==> src/rtl/ws_pkg.sv <==
package ws_pkg;
  localparam int WORD_W = 32;
  localparam int HALF_W = WORD_W / 2;
  localparam int LANES  = HALF_W / 8;

  typedef enum logic [1:0] {
    ST_IDLE = 2'd0,
    ST_LO   = 2'd1,
    ST_GAP  = 2'd2,
    ST_HI   = 2'd3
  } seq_state_t;

  function automatic logic is_word(input logic [1:0] sz);
    return sz[1];
  endfunction
endpackage

==> src/rtl/ws_seq.sv <==
module ws_seq
  import ws_pkg::*;
#(
  parameter int AW = 24
) (
  input  logic          clk,
  input  logic          rst_n,
  input  logic          req_valid,
  input  logic          req_write,
  input  logic [1:0]    req_size,
  input  logic [AW-1:0] req_addr,
  input  logic          cyc_done,
  output logic          req_ready,
  output logic          ld,
  output logic          cyc_valid,
  output logic          hi_sel,
  output logic          hold_cs,
  output logic          r_write,
  output logic [1:0]    r_size,
  output logic          r_bsel,
  output logic [AW-2:0] cyc_addr,
  output logic          lo_done,
  output logic          last_done
);
  seq_state_t    state, state_nxt;
  logic [AW-2:0] r_hw;
  logic [AW-2:0] hw_nxt;
  logic          wd;

  assign wd        = is_word(r_size);
  assign req_ready = (state == ST_IDLE);
  assign ld        = req_ready && req_valid;
  assign cyc_valid = (state == ST_LO) || (state == ST_HI);
  assign hi_sel    = (state == ST_HI);
  assign hold_cs   = r_write && wd && (state == ST_LO);
  assign cyc_addr  = hi_sel ? r_hw + 1'b1 : r_hw;
  assign lo_done   = cyc_done && (state == ST_LO) && wd;
  assign last_done = cyc_done && (((state == ST_LO) && !wd) || (state == ST_HI));
  assign hw_nxt    = is_word(req_size) ? {req_addr[AW-1:2], 1'b0} : req_addr[AW-1:1];

  always_comb begin
    state_nxt = state;
    case (state)
      ST_IDLE: if (req_valid) state_nxt = ST_LO;
      ST_LO:   if (cyc_done) begin
                 if (!wd)          state_nxt = ST_IDLE;
                 else if (r_write) state_nxt = ST_HI;
                 else              state_nxt = ST_GAP;
               end
      ST_GAP:  state_nxt = ST_HI;
      ST_HI:   if (cyc_done) state_nxt = ST_IDLE;
      default: state_nxt = ST_IDLE;
    endcase
  end

  always_ff @(posedge clk or negedge rst_n) begin
    if (!rst_n) begin
      state   <= ST_IDLE;
      r_write <= 1'b0;
      r_size  <= 2'b00;
      r_bsel  <= 1'b0;
      r_hw    <= '0;
    end else begin
      state <= state_nxt;
      if (ld) begin
        r_write <= req_write;
        r_size  <= req_size;
        r_bsel  <= req_addr[0];
        r_hw    <= hw_nxt;
      end
    end
  end
endmodule

==> src/rtl/ws_lane.sv <==
module ws_lane
  import ws_pkg::*;
(
  input  logic              clk,
  input  logic              rst_n,
  input  logic              ld,
  input  logic [WORD_W-1:0] req_wdata,
  input  logic [1:0]        r_size,
  input  logic              r_bsel,
  input  logic              hi_sel,
  output logic [LANES-1:0]  cyc_be,
  output logic [HALF_W-1:0] cyc_wdata
);
  logic [WORD_W-1:0] r_wdata;
  logic [HALF_W-1:0] src;
  logic              multi;

  assign multi = is_word(r_size) || (r_size == 2'b01);

  always_comb begin
    if (is_word(r_size) && hi_sel) src = r_wdata[WORD_W-1:HALF_W];
    else                           src = r_wdata[HALF_W-1:0];
  end

  for (genvar i = 0; i < LANES; i++) begin : g_lane
    always_comb begin
      cyc_be[i] = multi || (r_bsel == i[0]);
      if (!cyc_be[i])  cyc_wdata[i*8 +: 8] = 8'h00;
      else if (multi)  cyc_wdata[i*8 +: 8] = src[i*8 +: 8];
      else             cyc_wdata[i*8 +: 8] = r_wdata[7:0];
    end
  end

  always_ff @(posedge clk or negedge rst_n) begin
    if (!rst_n)  r_wdata <= '0;
    else if (ld) r_wdata <= req_wdata;
  end
endmodule

==> src/rtl/ws_asm.sv <==
module ws_asm
  import ws_pkg::*;
(
  input  logic              clk,
  input  logic              rst_n,
  input  logic              lo_done,
  input  logic              last_done,
  input  logic              r_write,
  input  logic [1:0]        r_size,
  input  logic              r_bsel,
  input  logic [HALF_W-1:0] cyc_rdata,
  output logic              rsp_ack,
  output logic [WORD_W-1:0] rsp_rdata
);
  logic [HALF_W-1:0] lo_q;
  logic [WORD_W-1:0] rd_nxt;
  logic              rd_en;

  assign rd_en = last_done && !r_write;

  always_comb begin
    if (is_word(r_size))     rd_nxt = {cyc_rdata, lo_q};
    else if (r_size == 2'b01) rd_nxt = {{HALF_W{1'b0}}, cyc_rdata};
    else if (r_bsel)          rd_nxt = {{(WORD_W-8){1'b0}}, cyc_rdata[15:8]};
    else                      rd_nxt = {{(WORD_W-8){1'b0}}, cyc_rdata[7:0]};
  end

  always_ff @(posedge clk or negedge rst_n) begin
    if (!rst_n) begin
      lo_q      <= '0;
      rsp_ack   <= 1'b0;
      rsp_rdata <= '0;
    end else begin
      rsp_ack <= last_done;
      if (lo_done) lo_q      <= cyc_rdata;
      if (rd_en)   rsp_rdata <= rd_nxt;
    end
  end
endmodule

==> src/rtl/word_splitter.sv <==
module word_splitter
  import ws_pkg::*;
#(
  parameter int AW = 24
) (
  input  logic          clk,
  input  logic          rst_n,
  input  logic          req_valid,
  output logic          req_ready,
  input  logic          req_write,
  input  logic [1:0]    req_size,
  input  logic [AW-1:0] req_addr,
  input  logic [31:0]   req_wdata,
  output logic          rsp_ack,
  output logic [31:0]   rsp_rdata,
  output logic          cyc_valid,
  output logic          cyc_write,
  output logic [AW-2:0] cyc_addr,
  output logic [1:0]    cyc_be,
  output logic [15:0]   cyc_wdata,
  output logic          cyc_hold_cs,
  input  logic          cyc_done,
  input  logic [15:0]   cyc_rdata
);
  logic       ld, hi_sel, r_write, r_bsel, lo_done, last_done;
  logic [1:0] r_size;

  ws_seq #(.AW(AW)) u_seq (
    .clk(clk), .rst_n(rst_n), .req_valid(req_valid), .req_write(req_write),
    .req_size(req_size), .req_addr(req_addr), .cyc_done(cyc_done),
    .req_ready(req_ready), .ld(ld), .cyc_valid(cyc_valid), .hi_sel(hi_sel),
    .hold_cs(cyc_hold_cs), .r_write(r_write), .r_size(r_size), .r_bsel(r_bsel),
    .cyc_addr(cyc_addr), .lo_done(lo_done), .last_done(last_done)
  );

  ws_lane u_lane (
    .clk(clk), .rst_n(rst_n), .ld(ld), .req_wdata(req_wdata), .r_size(r_size),
    .r_bsel(r_bsel), .hi_sel(hi_sel), .cyc_be(cyc_be), .cyc_wdata(cyc_wdata)
  );

  ws_asm u_asm (
    .clk(clk), .rst_n(rst_n), .lo_done(lo_done), .last_done(last_done),
    .r_write(r_write), .r_size(r_size), .r_bsel(r_bsel), .cyc_rdata(cyc_rdata),
    .rsp_ack(rsp_ack), .rsp_rdata(rsp_rdata)
  );

  assign cyc_write = r_write;
endmodule

==> config.mk <==
export PLATFORM = sky130hd
export DESIGN_NAME = word_splitter
export DESIGN_NICKNAME = d
export VERILOG_FILES = /design/src/rtl/ws_pkg.sv /design/src/rtl/ws_seq.sv /design/src/rtl/ws_lane.sv /design/src/rtl/ws_asm.sv /design/src/rtl/word_splitter.sv
export SDC_FILE = /design/constraint.sdc
export NUM_CORES = 1
export LEC_CHECK = 0
export CAP_MARGIN = 25
export CORE_MARGIN = 5
export CORE_UTILIZATION = 30
export DETAILED_ROUTE_END_ITERATION = 12
export SKIP_LAST_GASP = 1
export SYNTH_ARGS = -nofsm -noshare
export SYNTH_HDL_FRONTEND = slang
export SYNTH_HIERARCHICAL = 1
export SYNTH_SLANG_ARGS = --single-unit
==> constraint.sdc <==
create_clock -name clk -period 2.2 [get_ports clk]
set_input_delay 0.22 -clock clk [delete_from_list [all_inputs] [get_ports clk]]
set_output_delay 0.22 -clock clk [all_outputs]
set_load 0.02 [all_outputs]
**Word level (Yosys, flattened, before mapping)**

Index checks and enable logic that the tools add are counted.

- Bits in registers: 110
- Bits of input ports: 79

- $add $sub $neg: 1
- Equal/unequal tests: 7
- Multiplexer cells: 16
- Bitwise gates (word level): 1
- Reductions and logical operators: 18

Operator list:

| cell | count |
|---|---|
| 32-bit 2-to-1 mux | 2 |
| 8-bit 2-to-1 mux | 5 |
| 23-bit by 1-bit adder with 23-bit output (second input constant) | 1 |
| 23-bit 2-to-1 mux | 1 |
| 16-bit 2-to-1 mux | 1 |
| 1-bit logical AND | 9 |
| 2-bit 2-to-1 mux | 4 |
| 2-bit one-hot mux with 4 select lines | 1 |
| 2-bit != test (second input constant) | 3 |
| 1-bit logical OR | 5 |
| 2-bit by 1-bit == test with 1-bit output (second input constant) | 2 |
| 2-bit == test (second input constant) | 2 |
| 3-bit AND reduction | 1 |
| 1-bit logical NOT | 2 |
| 2-bit logical NOT | 1 |
| 1-bit 2-to-1 mux | 2 |
| 1-bit inverter | 1 |

**Longest topological paths before layout**

Gate-level depths: netlist of the first run.

- Depth after elaboration: 5
- Depth in mapped cells: 8
- Gate-level depth less buffers: 5

**Modules after synthesis**

The synthesis of the first run kept the hierarchy.

Modules (own cells, without submodules):

| module | instances | cells an instance | area an instance (um^2) | seq. area each (um^2) |
|---|---|---|---|---|
| ws_asm | 1 | 195 | 2123.3 | 1226.2 |
| ws_lane | 1 | 128 | 1672.9 | 800.8 |
| ws_seq | 1 | 135 | 1592.8 | 725.7 |

**Least setup slack after synthesis of the first run**

No wires, ideal clock.

- Kind: reg2reg
- Start: reg u_seq.state[0]
- End: reg u_lane.r_wdata[22]
- Library setup time: 0.125 ns
- Data arrival time: 2.016 ns
- Required time: 2.075 ns
- Slack: 0.059 ns
- Cell stages (with the launch flop): 9
- Path through: dfrtp_1 buf_2 nor2_1 and2_1 buf_4 buf_6 clkbuf_1 buf_4 mux2_2

- Longest elaborated chain between the ends: 2

RTL lines:

| what | line | text |
|---|---|---|
| start, declared | ws_seq.sv:25 | `seq_state_t state, state_nxt;` |
| start signal, assigned | ws_seq.sv:64 | `state <= state_nxt;` |
| 2-bit logical NOT | ws_seq.sv:31 | `assign req_ready = (state == ST_IDLE);` |
| named net req_ready | word_splitter.sv:9 | `output logic req_ready,` |
| 1-bit logical AND | ws_seq.sv:32 | `assign ld = req_ready && req_valid;` |
| named net ld | word_splitter.sv:25 | `logic ld, hi_sel, r_write, r_bsel, lo_done, last_done;` |
| end signal, assigned | ws_lane.sv:36 | `else if (ld) r_wdata <= req_wdata;` |
| end, declared | ws_lane.sv:14 | `logic [WORD_W-1:0] r_wdata;` |

The timed path passes the listed nets, and every way through them passes these cells.
A chain may end at the register's enable or synchronous reset.

**Final worst setup path of the first run**

- Start: reg u_seq.r_hw[0]
- End: out cyc_addr[22]

- Longest elaborated chain between the ends: 2

RTL lines:

| what | line | text |
|---|---|---|
| start, declared | ws_seq.sv:26 | `logic [AW-2:0] r_hw;` |
| start signal, assigned | ws_seq.sv:69 | `r_hw <= hw_nxt;` |
| 23-bit by 1-bit adder with 23-bit output | ws_seq.sv:36 | `assign cyc_addr = hi_sel ? r_hw + 1'b1 : r_hw;` |
| 23-bit 2-to-1 mux | ws_seq.sv:36 |  |
| end, declared | word_splitter.sv:18 | `output logic [AW-2:0] cyc_addr,` |

No other way between the ends.

==> results.md, run 1 <==
- Overflow after GRT: 0
- Yosys top cell area share: 51.1%
- Min Hold Slack: between 0.3 and 0.4 ns
- CP max-delay cell: dfrtp_1
- IO Pins: 157
- Largest family of logic cells by synthesized area: multiplexers
- Primary FF master, synth: dfrtp_1
- Leakage power: 3.35 nW
- Pre-CTS WS: -0.0370 ns
- Fill cell count: between 1.5k and 2k
- Period utilization: between 90 and 100%
- DRT iter0 DRCs: about 180
- Max-slew violations: 0
- Ys async rst share: 100%
- Die ar.: roughly 21000 µm²
- Setup violators final: 0
- Xor and xnor fraction of the mapped netlist area: 3.58%
- Simple-Gate Fraction of Synth Area: 16.6%
- Die height: 144 µm
- Die width: 144 µm
- IO buf count: roughly 160
- Hpwl dp: about 11000 µm
- Critical Path, Cell by Cell: ha_2, nand4_1, nor4_4, buf_6, nand4_1, xnor2_1, buf_2
- Clock tree from TritonCTS: built
- Largest net degree at the start of global routing: approximately 40
- Crit Path Category: flop to primary output
- Post-route DRC: 0
- Power per cell area: about 1500 nW/µm²
- RR Endpoint: u_asm/rsp_rdata[6]
- Slowest stage delay, CP: 0.40 ns
- Sum Neg Setup Slack: 0 ns
- Cell area after layout: 7690 µm²
- Post-synthesis register bit count: 110
- Max-cap violations: 0
- Vias in the first global route: 4513
- GRT Overall Usage: 14.8%
- Synth cell types: 47
- # rows: 49
- Status: finished, final reports clean
- Mapped Cells: between 400 and 500
- Largest cells by area after synthesis: dfrtp_1, mux2_2, nand2_1, nand3_1, xnor2_1
- Core Region: 17800 µm²
- Final Hold Fails: 0
- Initial Util: 30.2%
- Final nets: 718
- Diode count: 0
- Req. time, crit path: slightly below 2 ns
- Peak Freq: 456 MHz
- WL/cell: 17.6 µm
- Post-layout util: 43.1%
- Layout cells sized above 1: 31.9%
- Initial antenna violation count: 0
- Worst Hold Class: input port to asynchronous set/reset pin
- Final Worst Setup Slack: 0.00839 ns
- Number of stages on the worst setup path: 7
- Cell repeated most along the worst path: nand4_1
- Finished Layout Cells: 872
- Via density: around 4.8
- Clock transition at path regs: 0.07 ns
- Multiplexer area fraction after synthesis: 17.2%
- CP endpoint kind: primary output
- Worst Setup Start Kind: flop
- CP max FO: 6
- FF-to-FF path depth: 7
- Worst clock skew: 0.00511 ns
- Register area share after synthesis: 51.1%
- Crit path from: u_seq/r_hw[0]
- Net Count, Synth: about 540
- Yosys warns: 6
- H-tree depth: 3
- Inserted Clock Buffers: 9
- # clock sinks: 110
- Worst skew pair latency: 0.35 ns
- Synth Area in Compound Gates: roughly 7.5%
- Unrepaired setup endpoints after global routing: yes
- Cell Area, Synth: 5390 µm²
- Crit path to: cyc_addr[22]
- Leading area contributor after synthesis: dfrtp_1
- Root buffer selected by CTS: clkbuf_16
- Placed Instance Area: roughly 7400 µm²
- Syn avg cell area: 11.8 µm²
- Peak VDD IR: 0.766 mV
- Worst Path Buf+Inv: 2
- Slew of the pin with the lowest slew margin: 0.580 ns
- EDFF count, synth: 0
- CP Data Arrival Time: 1.97 ns
- Area growth syn-to-layout: 42.7%
- Vias: roughly 4.2k
- Initial DRT Pass Iterations: 4
- Post-Synth Adder-Cell Area: less than 1%
- Total power: 11.5 mW
- Crit path max-delay family: simple AND/OR/NAND/NOR gates
- Placed cells: 849
- Routed Antenna Nets: 0
- Slack of the worst reg-to-reg path: between 0.2 and 0.25 ns
- First-pass GRT wire length: about 24000 µm
- Worst relative slew slack: 61.4%
- Routability cong.: 0.844
- Maximum buffer depth of the clock tree: 2
- Final WL: approximately 15000 µm
- Tmin final: 2.19 ns
==> cell type report <==
type	count	area, µm²	area share (%)
tap	229	287	3.73
clock inverter	3	26.3	0.342
clock buffer	13	260	3.39
inverter	4	17.5	0.228
timing repair buffer	200	1840	23.9
multi-input combinational	313	2500	32.6
sequential	110	2750	35.8
==> cells in the mapped netlist (all sizes together) (4+ instances only) <==
library cell	n
nand2	54
a21bo	8
a31oi	6
a311o	8
nor2	14
o21ai	7
a21oi	8
buf	24
inv	4
o211ai	8
clkbuf	7
mux2	75
nand2b	4
xnor2	16
nand3b	7
and4bb	6
xor2	6
dfrtp	110
nand3	37
nand4	6
and3	12
mux2i	8
==> worst register-to-register path, stage by stage, from the launching register on <==
cell and delay, ns:
dfrtp_1 0.43, buf_4 0.15, and2b_2 0.22, nor2_1 0.13, nor2b_2 0.40, buf_4 0.32
nand3_1 0.13, o211ai_2 0.10
==> worst min-delay path by stage <==
stage               startpoint             endpoint  cells after the start
finish                   rst_n  u_asm/rsp_rdata[25]                      2
global route             rst_n  u_asm/rsp_rdata[25]                      2
CTS                      rst_n        u_asm/lo_q[9]                      2
detailed placement       rst_n  u_asm/rsp_rdata[25]                      1
global placement         rst_n  u_asm/rsp_rdata[11]                      1
floorplan                rst_n        u_asm/lo_q[0]                      0
==> sequential cells by signal, indices dropped and copies added, names as in the netlist, named ones only <==
signal	count
u_lane/r_wdata	32
u_seq/r_hw	23
u_seq/r_size	2
u_seq/state	1
u_asm/rsp_ack	1
u_seq/r_bsel	1
u_asm/rsp_rdata	32
u_asm/lo_q	16
u_seq/r_write	1
==> kinds of logic after synthesis <==
kind of cell             Yosys count
flip-flops                       110
adder cells (fa/ha/maj)            1
AO/OA/AOI/OAI                     49
buffers and inverters             35
multiplexers                      83
AND/OR/NAND/NOR                  158
XOR/XNOR                          22
==> layer usage <==
metal / GRT usage, % / up-vias / part of all wire, %
met4: 3.57 / 0 / 1.2
met1: 19.0 / 2086 / 43
met5: 0 / - / 0
li1: - / 1992 / -
met2: 24.4 / 124 / 49
met3: 4.50 / 17 / 6.2
==> cells in the final DEF (no fill, tap or decap), types with 3 or more instances in the layout <==
cell type	instances
inv_1	3
clkdlybuf4s50_1	114
o21ai_1	6
mux2i_1	8
a31oi_1	6
a21bo_2	7
buf_12	4
nor2_1	14
nor4_4	3
a21oi_1	8
xnor2_2	3
nand3b_1	7
mux2_2	73
clkbuf_16	10
and3_1	12
nand2_1	52
dfrtp_1	109
dlygate4sd2_1	8
xor2_1	6
buf_4	45
buf_6	3
xnor2_1	13
nand2b_1	3
a311o_1	8
o211ai_2	8
and4bb_2	6
nand3_1	35
nand4_1	5
buf_2	19
==> timing repair <==
action                     4_1_cts  5_1_grt
setup endpoints to repair       41       35
pin swaps                        2        5
buffers inserted                 2        3
gates cloned                     0        1
hold endpoints to repair        33        0
resized for setup              136       32
hold buffers                     1        0
==> power by group <==
group          internal [mW]  leakage [nW]  total [mW]  switching, mW
clock network          0.841         0.134        1.59          0.749
logic                   3.01          1.89        6.08           3.07
registers               3.04          1.33        3.82          0.785
No activity file was read; power rests on OpenSTA's default activity.
==> run 2: changes to the inputs <==
Settings changed: GPL_TIMING_DRIVEN set to 0.
==> run 2 against run 1 <==
Net effect: clock power about the same; sequential share of layout area is 0.41 points higher; worst hold slack gained 0.095 ns; clock skew rose by 0.0022 ns; count of clock-buffer cells in the layout shrank 3; register-to-register slack worse by 0.05 ns; fmax up 0.66%; utilization fell by 0.39 points; setup slack improved by 0.014 ns; routed wire length grew 1.4%; final area is 0.90% lower; sequential power about the same; critical endpoint is now cyc_addr[15]; largest cell class unchanged; largest power group unchanged.
==> results.md, run 2 (synthesis results as in run 1) <==
- # clock sinks: 110 (unchanged)
- Max-slew violations: 0 (unchanged)
- Slew of the pin with the lowest slew margin: 0.720 ns (+0.141 ns)
- Final Hold Fails: 0 (unchanged)
- Worst skew pair latency: 0.34 ns (about the same)
- Crit Path Category: flop to primary output
- Peak VDD IR: 0.603 mV (-21%)
- Initial DRT Pass Iterations: 4 (unchanged)
- Via density: 4.80 (-0.74%)
- Die height: 144 µm (unchanged)
- H-tree depth: 3 (unchanged)
- CP max-delay cell: dfrtp_1
- Layout cells sized above 1: 31.2% (-0.68 points)
- Critical Path, Cell by Cell: buf_6, nand4_4, nor4_4, buf_4, nand3_1, xnor2_1, clkdlybuf4s15_2
- Status: finished, final reports clean
- Largest net degree at the start of global routing: 59 (+44%)
- Diode count: 0 (unchanged)
- CP endpoint kind: primary output
- WL/cell: 17.8 µm (+1.6%)
- Overflow after GRT: 0 (unchanged)
- Worst Setup Start Kind: flop
- Crit path max-delay family: buffers and inverters
- Hold wc startpoint: u_asm/rsp_rdata[23]
- Clock transition at path regs: 0.07 ns (about the same)
- Initial antenna violation count: 0 (unchanged)
- Slowest stage delay, CP: 0.34 ns (-0.06 ns)
- Peak Freq: 459 MHz (+0.66%)
- Total power: 11.4 mW (-0.46%)
- Most frequent cells in the layout: clkdlybuf4s50_1, dfrtp_1, mux2_2
- Initial Util: 30.2% (unchanged)
- Placed Instance Area: 7260 µm² (-1.6%)
- IO Pins: 157 (unchanged)
- Routability cong.: 0.810 (-4.0%)
- Max-cap violations: 0 (unchanged)
- Cell area after layout: 7620 µm² (-0.90%)
- Tmin final: 2.18 ns (-0.0144 ns)
- CP Data Arrival Time: 1.96 ns (about the same)
- Clock tree from TritonCTS: built
- Worst Path Buf+Inv: 3 (+1)
- Die width: 144 µm (unchanged)
- Req. time, crit path: 1.98 ns (about the same)
- Unrepaired setup endpoints after global routing: yes
- Die ar.: 20700 µm² (unchanged)
- First-pass GRT wire length: 24300 µm (+0.63%)
- Power per cell area: 1500 nW/µm² (+0.44%)
- Vias in the first global route: 4524 (+0.24%)
- Setup violators final: 0 (unchanged)
- Maximum buffer depth of the clock tree: 2 (unchanged)
- Routed Antenna Nets: 0 (unchanged)
- DRT iter0 DRCs: 147 (-16%)
- Crit path from: u_seq/state[0]
- # rows: 49 (unchanged)
- Root buffer selected by CTS: clkbuf_16
- Vias: 4178 (-0.97%)
- Area growth syn-to-layout: 41.4%
- Final Worst Setup Slack: 0.0228 ns (+0.0144 ns)
- Commonest non-fill, non-tap cell in the layout: clkdlybuf4s50_1
- Final WL: 15500 µm (+1.4%)
- GRT Overall Usage: 14.9% (+0.14 points)
- Min Hold Slack: 0.469 ns (+0.0949 ns)
- Core Region: 17800 µm² (unchanged)
- Hpwl dp: 11500 µm (+4.0%)
- Leakage power: 3.30 nW (-1.6%)
- IO buf count: 156 (unchanged)
- Worst relative slew slack: 52.0% (-9.4 points)
- Largest registers: u_asm/rsp_rdata x32, u_lane/r_wdata x32, u_seq/r_hw x23
- Worst Hold Class: flop to flop
- Pre-CTS WS: -0.239 ns (-0.202 ns)
- Fill cell count: 1688 (+2.9%)
- Period utilization: 99.0% (-0.65 points)
- CP max FO: 9 (+3)
- Post-route DRC: 0 (unchanged)
- Final nets: 719 (+0.14%)
- Inserted Clock Buffers: 9 (unchanged)
- Worst clock skew: 0.00727 ns (+0.00216 ns)
-- run 2: cell types whose count changed in the layout (fill, tap and decap cells not counted), sizes merged --
cell and change:
bufinv +1, clkdlybuf4s50 +3, clkbuf +5, clkinvlp -1, dlymetal6s2s +1, dlygate4sd2 -4, clkdlybuf4s15 +3, buf -10
-- run 2: timing repair --
item,in CTS,in global routing
pin swaps,9,8
resized for setup,133,28
hold buffers,1,0
endpoints found under the setup margin,41,61
hold endpoints to repair,52,0
setup buffers,12,1
-- run 2: where the power goes --
part           switching, mW  internal (mW)
combinational           3.07           2.94
sequential             0.795           3.05
clock                  0.715          0.870
-- run 2: layout make-up --
class,instances,area [µm²],area share (%)
Clock inverter,3,46.3,0.608
Tap cell,229,287,3.76
Clock buffer,10,229,3.01
Sequential cell,110,2760,36.2
Buffer,30,195,2.56
Inverter,4,17.5,0.230
Multi-Input combinational cell,313,2500,32.8
Timing Repair Buffer,171,1590,20.8
-- run 2: metal layers --
layer  global-route usage, %  vias up  wire (µm)
li1                        -     1990          -
met1                    19.2     2054       6770
met2                    25.2      117       7630
met3                    3.57       17        894
met4                    4.06        0        213
met5                       0        -          0
-- run 2: worst register-to-register path, delay by kind of cell (launching register included) --
family / cells / cell delay, ns
AND/OR/NAND/NOR: 2 / 0.28
buffers and inverters: 4 / 0.80
multiplexers: 1 / 0.36
flip-flops: 1 / 0.46
-- run 2: path summary, 6_finish.rpt --
kind	cells past startpoint	slack, ns	end
max in group asynchronous	3	0.96	u_seq/r_hw[2]
hold / removal	2	0.47	u_asm/rsp_rdata[23]
setup reg to reg	7	0.19	u_lane/r_wdata[27]
hold reg to reg	2	0.47	u_asm/rsp_rdata[23]
min in group asynchronous	2	0.48	u_asm/rsp_rdata[8]
setup / recovery	7	0.02	cyc_addr[15]
-- run 2: per-stage QoR --
stage | TNS (ns) | instances | utilization (%)
after global placement | -368.63 | 843 | 40.6
after detailed placement | -5.50 | 844 | 40.7
after global routing | -0.385 | 870 | 42.7
final | 0 | 870 | 42.7
after CTS | -0.589 | 870 | 42.7
after floorplan | 0 | 458 | -
